### src/rtl/lclk_pkg.sv
package lclk_pkg;
  // Bits per select code and the position of its polarity flag
  localparam int SEL_W   = 4;
  localparam int POL_BIT = SEL_W - 1;
  // Number of base sources picked by the code bits below the flag
  localparam int NUM_SRC = 1 << POL_BIT;

  typedef logic [SEL_W-1:0] sel_code_t;
endpackage

### src/rtl/lclk_cfg_regs.sv
module lclk_cfg_regs #(
  parameter int ADDR_W    = 8,
  parameter int DATA_W    = 8,
  parameter int NUM_REGS  = 2,
  parameter logic [ADDR_W-1:0] BASE_ADDR = 8'h05
) (
  input  logic                       clk,
  input  logic                       rst_n,
  input  logic                       wr_en,
  input  logic [ADDR_W-1:0]          addr,
  input  logic [DATA_W-1:0]          wdata,
  output logic [DATA_W-1:0]          rdata,
  output logic [NUM_REGS*DATA_W-1:0] cfg_flat
);
  localparam int FLAT_W = NUM_REGS * DATA_W;

  // Register k sits at BASE_ADDR+k. Register 0 fills the top byte of cfg_flat.
  logic [NUM_REGS-1:0] hit;

  generate
    for (genvar k = 0; k < NUM_REGS; k++) begin : g_reg
      localparam int LSB = FLAT_W - (k + 1) * DATA_W;
      assign hit[k] = (addr == ADDR_W'(BASE_ADDR + k));
      always_ff @(posedge clk or negedge rst_n) begin
        if (!rst_n)
          cfg_flat[LSB +: DATA_W] <= '0;
        else if (wr_en && hit[k])
          cfg_flat[LSB +: DATA_W] <= wdata;
      end
    end
  endgenerate

  // Unmapped addresses read back as zero
  always_comb begin
    rdata = '0;
    for (int k = 0; k < NUM_REGS; k++)
      if (hit[k]) rdata = cfg_flat[FLAT_W - (k + 1) * DATA_W +: DATA_W];
  end
endmodule

### src/rtl/lclk_out_mux.sv
module lclk_out_mux
  import lclk_pkg::*;
(
  input  sel_code_t           code,
  input  logic [NUM_SRC-1:0]  srcs,
  output logic                out
);
  // The low bits pick a source and the top bit flips its polarity
  always_comb out = srcs[code[POL_BIT-1:0]] ^ code[POL_BIT];
endmodule

### src/rtl/local_clk_select.sv
module local_clk_select
  import lclk_pkg::*;
#(
  parameter int ADDR_W  = 8,
  parameter int DATA_W  = 8,
  parameter int NUM_OUT = 4,
  parameter logic [ADDR_W-1:0] BASE_ADDR = 8'h05
) (
  input  logic               clk,
  input  logic               rst_n,
  input  logic               wr_en,
  input  logic [ADDR_W-1:0]  addr,
  input  logic [DATA_W-1:0]  wdata,
  output logic [DATA_W-1:0]  rdata,
  input  logic               frame_pulse,
  input  logic               netref_pulse,
  input  logic               pll_half,
  input  logic               clk_2m,
  input  logic               clk_4m,
  input  logic               clk_8m,
  input  logic               clk_16m,
  output logic [NUM_OUT-1:0] lclk_out
);
  localparam int CFG_W    = NUM_OUT * SEL_W;
  localparam int NUM_REGS = CFG_W / DATA_W;

  logic [CFG_W-1:0]   cfg_flat;
  logic [NUM_SRC-1:0] src_vec;

  // Base source 0 is a constant zero. With the flag set it gives a static high.
  assign src_vec = {clk_16m, clk_8m, clk_4m, clk_2m,
                    pll_half, netref_pulse, frame_pulse, 1'b0};

  lclk_cfg_regs #(
    .ADDR_W(ADDR_W), .DATA_W(DATA_W),
    .NUM_REGS(NUM_REGS), .BASE_ADDR(BASE_ADDR)
  ) u_regs (
    .clk(clk), .rst_n(rst_n), .wr_en(wr_en), .addr(addr),
    .wdata(wdata), .rdata(rdata), .cfg_flat(cfg_flat)
  );

  generate
    for (genvar i = 0; i < NUM_OUT; i++) begin : g_out
      lclk_out_mux u_mux (
        .code(cfg_flat[i*SEL_W +: SEL_W]),
        .srcs(src_vec),
        .out (lclk_out[i])
      );
    end
  endgenerate
endmodule

### config.mk
export PLATFORM = sky130hd
export DESIGN_NAME = local_clk_select
export DESIGN_NICKNAME = d
export VERILOG_FILES = /design/src/rtl/lclk_pkg.sv /design/src/rtl/lclk_cfg_regs.sv /design/src/rtl/lclk_out_mux.sv /design/src/rtl/local_clk_select.sv
export SDC_FILE = /design/constraint.sdc
export NUM_CORES = 1
export LEC_CHECK = 0
export ABC_AREA = 1
export BUFFER_PORTS_ARGS = -buffer_cell sky130_fd_sc_hd__buf_2
export CORE_ASPECT_RATIO = 1.5
export CORE_UTILIZATION = 35
export CTS_CLUSTER_SIZE = 40
export DETAILED_ROUTE_END_ITERATION = 7
export SLEW_MARGIN = 20
export SYNTH_ARGS = -nofsm -noshare
export SYNTH_HDL_FRONTEND = slang
export SYNTH_SLANG_ARGS = --single-unit
### constraint.sdc
create_clock -name clk -period 1.6 [get_ports clk]
set_clock_uncertainty 0.2 [all_clocks]
set_input_delay 0.24 -clock clk [delete_from_list [all_inputs] [get_ports clk]]
set_output_delay 0.24 -clock clk [all_outputs]
set_load 0.01 [all_outputs]
==> results.toml, run 1 <==
[sta]
max_slew_margin_pct = 76.46
setup_ws_ns = -0.1524
setup_viol = 4
fin_crit_sh_pct = 109.5
rsz0062_at_grt = "true"
maxClockFrequency_mhz = 570.6
worstMarginPinSlew_ns = 0.3531
period_minus_slack_ns = 1.752
hold_viol_final = 0
maxSlewViolCount = 0

[power_and_ir_drop]
vdd_drop_max_v = 0.0004073
p_clk_share_pct = 35.2
switchingPower_w = 0.0002783
switching_share_pct = 27.54
p_leak_nw = 0.8325
power_density_nw_per_um2 = 631.0
p_comb_share_pct = 20.1
pwr-share-seq_pct = 44.7
internal_power_w = 0.0007323

[synth]
synthMuxAreaShare_pct = 0
netlist_area_sq_um = 1232
syn-num-nets = 205
syn_avg_cell_area_sq_um = 6.885
synth-xor-area-share_pct = 0
synthSimpleGateAreaFrac_pct = 37.77
synth_area_leaders = "dfrtp_1 (32%), nand2_1 (18%), o21ai_2 (11%)"
synth.distinct_cells = 19
yosysTopAreaCell = "dfrtp_1"
synth_top_area_share_pct = 32.49
ys_ff_latch = 16
yosysSeqAreaShare_pct = 32.49
synth_top_family_by_area = "simple AND/OR/NAND/NOR gates"
ys_warn_count = 0
yosys.area_share.adder_pct = 0
synth_compound_area_share_pct = 15.43
syn_inst = 179

[clocking]
cts_tree = "yes"
cts.clk_slew.worst_paths_ns = 0.06
cts_max_level = 1
clockRootBuffer = "clkbuf_8"
clockBufferDepth = 2
cts.sinks = 16
clk_latency_ns = 0.25
cts_buffers = 3

[route]
finalWirelength_um = 2876
drt-initial-drc-count = 34
drtPass1Iterations = 4
vias_per_cell = 4.662
antenna_left = 0
vias = 1226
drc = 0
wl_per_cell_um = 10.94

[global_routing]
grt_usage_pct = 16.47
grt_pass1_wl_um = 4712
first_global_vias = 1139
grt-ovfl-total = 0
grt_max_degree = 17
antenna_found_initial = 0

[critical_path]
startpoint = "u_regs.cfg_flat[0]$_DFFE_PN0P_"
worstPathRequired_ns = 1.16
arrival_ns = 1.31
rr_worst_depth = 3
reg2reg_setup_slack_ns = 0.62
rr_startpoint = "u_regs.cfg_flat[9]$_DFFE_PN0P_"
startpoint_type = "flip-flop"
worstReg2RegEnd = "u_regs.cfg_flat[9]$_DFFE_PN0P_"
endpoint_kind = "primary output"
critical_path_peak_fanout = 7
critPathKind = "flip-flop to primary output"

[layout]
nNetsFinal = 248
utilization_pct = 47.34
layout.cells.non_filler = 263
area_growth_syn_to_layout_pct = 29.95
largest_reg_flops = 16
diodes = 0
reg.largest.list = "u_regs.cfg_flat: 16 flops"
drive_above_1_share_pct = 45.70
final_common_cell = "nand2_1"
fill_cells = 383
final_cell_mix = "nand2_1 (56), buf_2 (37), inv_1 (25), o21ai_2 (17), nand3_1 (13)"
top_register = "u_regs.cfg_flat"

[min_path]
hold_path.class = "primary input to flip-flop"
min_path_cells = 3
min_to = "u_regs.cfg_flat[15]$_DFFE_PN0P_"
hold_start = "wdata[7]"

[floorplan]
core_area_sq_um = 3383
num_io_pins = 38
dieArea_sq_um = 3767
num_rows = 26
fp.dieW_um = 50.45
die_height_um = 74.68
start_util_pct = 36.43

[status]
failed_checks = "setup timing"
status = "finished with violations"

[placement]
place_inst = 253
place.port_buffers = 37
hpwl_um = 2304
gp_congestion = 0.7974

[run]
maxCapViolations = 0
## synth_stat cells
master / n
dfrtp_1: 16
buf_6: 2
nand4_1: 1
inv_1: 26
nand3_1: 22
nor2_1: 1
o21ai_2: 16
nand3b_1: 2
nand2_2: 6
nand3_2: 1
nor2_8: 1
inv_2: 7
o21ai_0: 1
nor2_4: 1
buf_4: 4
o21ai_1: 9
nand2_1: 59
nor2_2: 3
nand2_4: 1
## per-layer routing
layer	track usage (%)	share of wire, %	vias to the layer above	wire length [um]
li1	-	-	637	-
met1	18.47	41	552	1186
met2	30.67	53	31	1532
met3	1.616	3.2	6	92
met4	8.333	2.2	0	64
met5	0	0	-	0
## final cells by class
class                   count  area [sq um]  share of cell area (%)
multi-input cells         124         711.9                   44.45
flip-flops and latches     16         405.4                   25.31
repair buffers             44         252.7                   15.78
inverters                  33         123.9                   7.734
clock buffers               4         55.05                   3.437
well taps                  42         52.55                   3.281
## worst max-delay path by stage
stage	slack, ns	to	cells past startpoint
floorplan	0.20	lclk_out[2]	9
global placement	0.06	rdata[5]	7
detailed placement	0.03	rdata[5]	7
CTS	-0.16	lclk_out[0]	9
global route	-0.25	lclk_out[0]	9
finish	-0.15	lclk_out[0]	9
## cell families (layout without fill, tap and decap cells)
kind of cell,Yosys count,in the layout
AO/OA/AOI/OAI,26,26
buffers and inverters,39,81
flip-flops,16,16
AND/OR/NAND/NOR,98,98
## critical path, cell delays in order, from the launching register on
cell     delay, ns
dfrtp_2       0.46
inv_2         0.09
nand2_1       0.05
nand3_1       0.07
nand2_1       0.05
nand2_1       0.07
nand2_1       0.05
nand2_1       0.05
nand2_1       0.04
buf_2         0.13
## power by group through the flow
stage	clock [W]	sequential (W)	combinational, W
finish	0.000356	0.000451	0.000204
global route	0.000384	0.000454	0.000233
CTS	0.000368	0.000449	0.000194
detailed placement	0	0.000455	0.000186
global placement	0	0.000455	0.000184
floorplan	0	0.000449	0.000132
## what timing repair did
item,4_1_cts,5_1_grt
resized for setup,6,13
endpoints found under the setup margin,4,8
setup buffers,2,3
hold endpoints to repair,16,0
pin swaps,3,8
hold buffers,1,0
## stage by stage
| step | setup TNS [ns] | total power, W | hold WS (ns) | instance area, sq um | setup slack [ns] |
|---|---|---|---|---|---|
| floorplan | 0 | 0.0005810 | -0.2556 | 1232 | 0.2036 |
| global route | -0.9447 | 0.001072 | 0.07262 | 1602 | -0.2531 |
| CTS | -0.5336 | 0.001011 | 0.06214 | 1530 | -0.1552 |
| global placement | 0 | 0.0006388 | -0.03155 | 1438 | 0.05669 |
| detailed placement | 0 | 0.0006412 | -0.03157 | 1438 | 0.03019 |
| finish | -0.4732 | 0.001011 | 0.06560 | 1602 | -0.1524 |
Power figures use the tool's default switching activity.
==> run 2, diff against run 1 <==
--- a/constraint.sdc
+++ b/constraint.sdc
@@ -4,2 +4,2 @@
 set_output_delay 0.24 -clock clk [all_outputs]
-set_load 0.01 [all_outputs]
+set_load 0.005 [all_outputs]
==> results.toml, run 2 (same netlist as run 1, synthesis figures left out) <==
[layout]
diodes = 0
register_area_sq_um = 406.6
layout.cells.non_filler = 264
final_common_cell = "nand2_1"
nNetsFinal = 249
area_growth_syn_to_layout_pct = 32.28
drive_above_1_share_pct = 49.10
multiInputGateArea_sq_um = 729.5
top_register = "u_regs.cfg_flat"
fill_cells = 380
largest_reg_flops = 16
final_cell_mix = "nand2_1 (51), buf_2 (37), inv_1 (25), o21ai_2 (17), nand2_2 (14)"
reg.largest.list = "u_regs.cfg_flat: 16 flops"
finalInstanceArea_sq_um = 1630

[global_routing]
grt_max_degree = 17
grt_pass1_wl_um = 4761
first_global_vias = 1139
antenna_found_initial = 0
grt_usage_pct = 16.72
grt-ovfl-total = 0

[sta]
worstMarginPinSlew_ns = 0.3484
setup_viol = 4
fin_crit_sh_pct = 108.6
hold_viol_final = 0
max_slew_margin_pct = 76.77
rsz0062_at_grt = "true"
setup_ws_ns = -0.1378
maxClockFrequency_mhz = 575.4
maxSlewViolCount = 0
period_minus_slack_ns = 1.738

[critical_path]
startpoint_type = "flip-flop"
arrival_ns = 1.30
worstPathRequired_ns = 1.16
critPathSlowestCell = "dfrtp_2"
critical_path_peak_fanout = 7
cp_cell_sequence = "inv_2, nand2_1, nand3_1, nand2_1, nand2_2, nand2_2, nand2_2, nand2_1, buf_2"
critPathKind = "flip-flop to primary output"
endpoint_kind = "primary output"
cp_slowest_stage_delay_ns = 0.45
cpLargestDelayFamily = "flip-flops"
reg2reg_setup_slack_ns = 0.57
path_buf_inv = 2

[clocking]
clockBufferDepth = 2
cts.sinks = 16
cts.clk_slew.worst_paths_ns = 0.06
cts_buffers = 3
clockRootBuffer = "clkbuf_8"
clk_latency_ns = 0.25
cts_max_level = 1
cts_tree = "yes"

[floorplan]
fp.dieW_um = 50.45
die_height_um = 74.68
dieArea_sq_um = 3767
num_io_pins = 38
core_area_sq_um = 3383
start_util_pct = 36.43
num_rows = 26

[route]
drt-initial-drc-count = 29
wl_per_cell_um = 10.98
finalWirelength_um = 2898
vias_per_cell = 4.693
antenna_left = 0
drtPass1Iterations = 4
drc = 0
vias = 1239

[run]
maxCapViolations = 0

[power_and_ir_drop]
switching_share_pct = 27.54
internal_power_w = 0.0007362
power_density_nw_per_um2 = 623.2
pwr-share-seq_pct = 44.5
p_comb_share_pct = 20.2
switchingPower_w = 0.0002798
p_clk_share_pct = 35.3
vdd_drop_max_v = 0.0004378
p_leak_nw = 0.8415

[placement]
dp_slack_ns = 0.05103
place_inst = 253
dpl_cell_area_sq_um = 1438
place.port_buffers = 37
gp_congestion = 0.7964
hpwl_um = 2283

[status]
failed_checks = "setup timing"
status = "finished with violations"

[min_path]
hold_path.class = "primary input to flip-flop"
-- run 2: power by group through the flow --
| stage | registers [W] | logic [W] | clock network (W) |
|---|---|---|---|
| 2_1_floorplan | 0.000449 | 0.000126 | 0 |
| 3_3_place_gp | 0.000455 | 0.000178 | 0 |
| 3_5_place_dp | 0.000456 | 0.000180 | 0 |
| 4_1_cts | 0.000449 | 0.000190 | 0.000368 |
| 5_1_grt | 0.000456 | 0.000234 | 0.000384 |
| 6_report | 0.000452 | 0.000205 | 0.000359 |
-- run 2: tightest hold or removal path: cells and delay by family --
family | cells | cell delay [ns]
buf+inv | 2 | 0.12
compound gates | 1 | 0.12
-- run 2: routing by layer --
layer  global-route usage [%]  vias to the layer above  routed length, um
met5                        0                        -                  0
met4                    8.333                        0                 42
met3                    1.414                        4                 80
met1                    18.47                      570               1177
li1                         -                      640                  -
met2                    31.70                       25               1597
-- run 2: cell type report --
cell class                      count  share of cell area [%]
Clock buffer                        4                   3.377
Inverter                           33                   7.751
Multi-Input combinational cell    124                   44.74
Sequential cell                    16                   24.94
Tap cell                           42                   3.223
Timing Repair Buffer               45                   15.96
-- run 2: path summary, 6_finish.rpt --
kind / from / depth (start not counted) / to
min: wdata[7] / 3 / u_regs.cfg_flat[15]$_DFFE_PN0P_
max: u_regs.cfg_flat[0]$_DFFE_PN0P_ / 9 / lclk_out[0]
max in group asynchronous: rst_n / 2 / u_regs.cfg_flat[12]$_DFFE_PN0P_
min in group asynchronous: rst_n / 2 / u_regs.cfg_flat[15]$_DFFE_PN0P_
min reg2reg: u_regs.cfg_flat[11]$_DFFE_PN0P_ / 2 / u_regs.cfg_flat[11]$_DFFE_PN0P_
max reg2reg: u_regs.cfg_flat[0]$_DFFE_PN0P_ / 3 / u_regs.cfg_flat[0]$_DFFE_PN0P_
-- run 2: stage by stage --
stage | utilization, % | power, W | TNS (ns) | hold slack [ns]
2_1_floorplan | - | 0.0005754 | 0 | -0.2556
3_3_place_gp | 42.49 | 0.0006333 | 0 | -0.03162
4_1_cts | 45.45 | 0.001007 | -0.4610 | 0.06214
3_5_place_dp | 42.49 | 0.0006360 | 0 | -0.03157
5_1_grt | 48.19 | 0.001074 | -0.8256 | 0.07072
6_report | 48.19 | 0.001016 | -0.3818 | 0.06369
-- run 2: what timing repair did --
action	in CTS	in global routing
hold buffers	1	0
resized for setup	6	21
endpoints found under the setup margin	4	9
pin swaps	1	7
buffers inserted	3	3
hold endpoints to repair	16	0
gates cloned	0	0
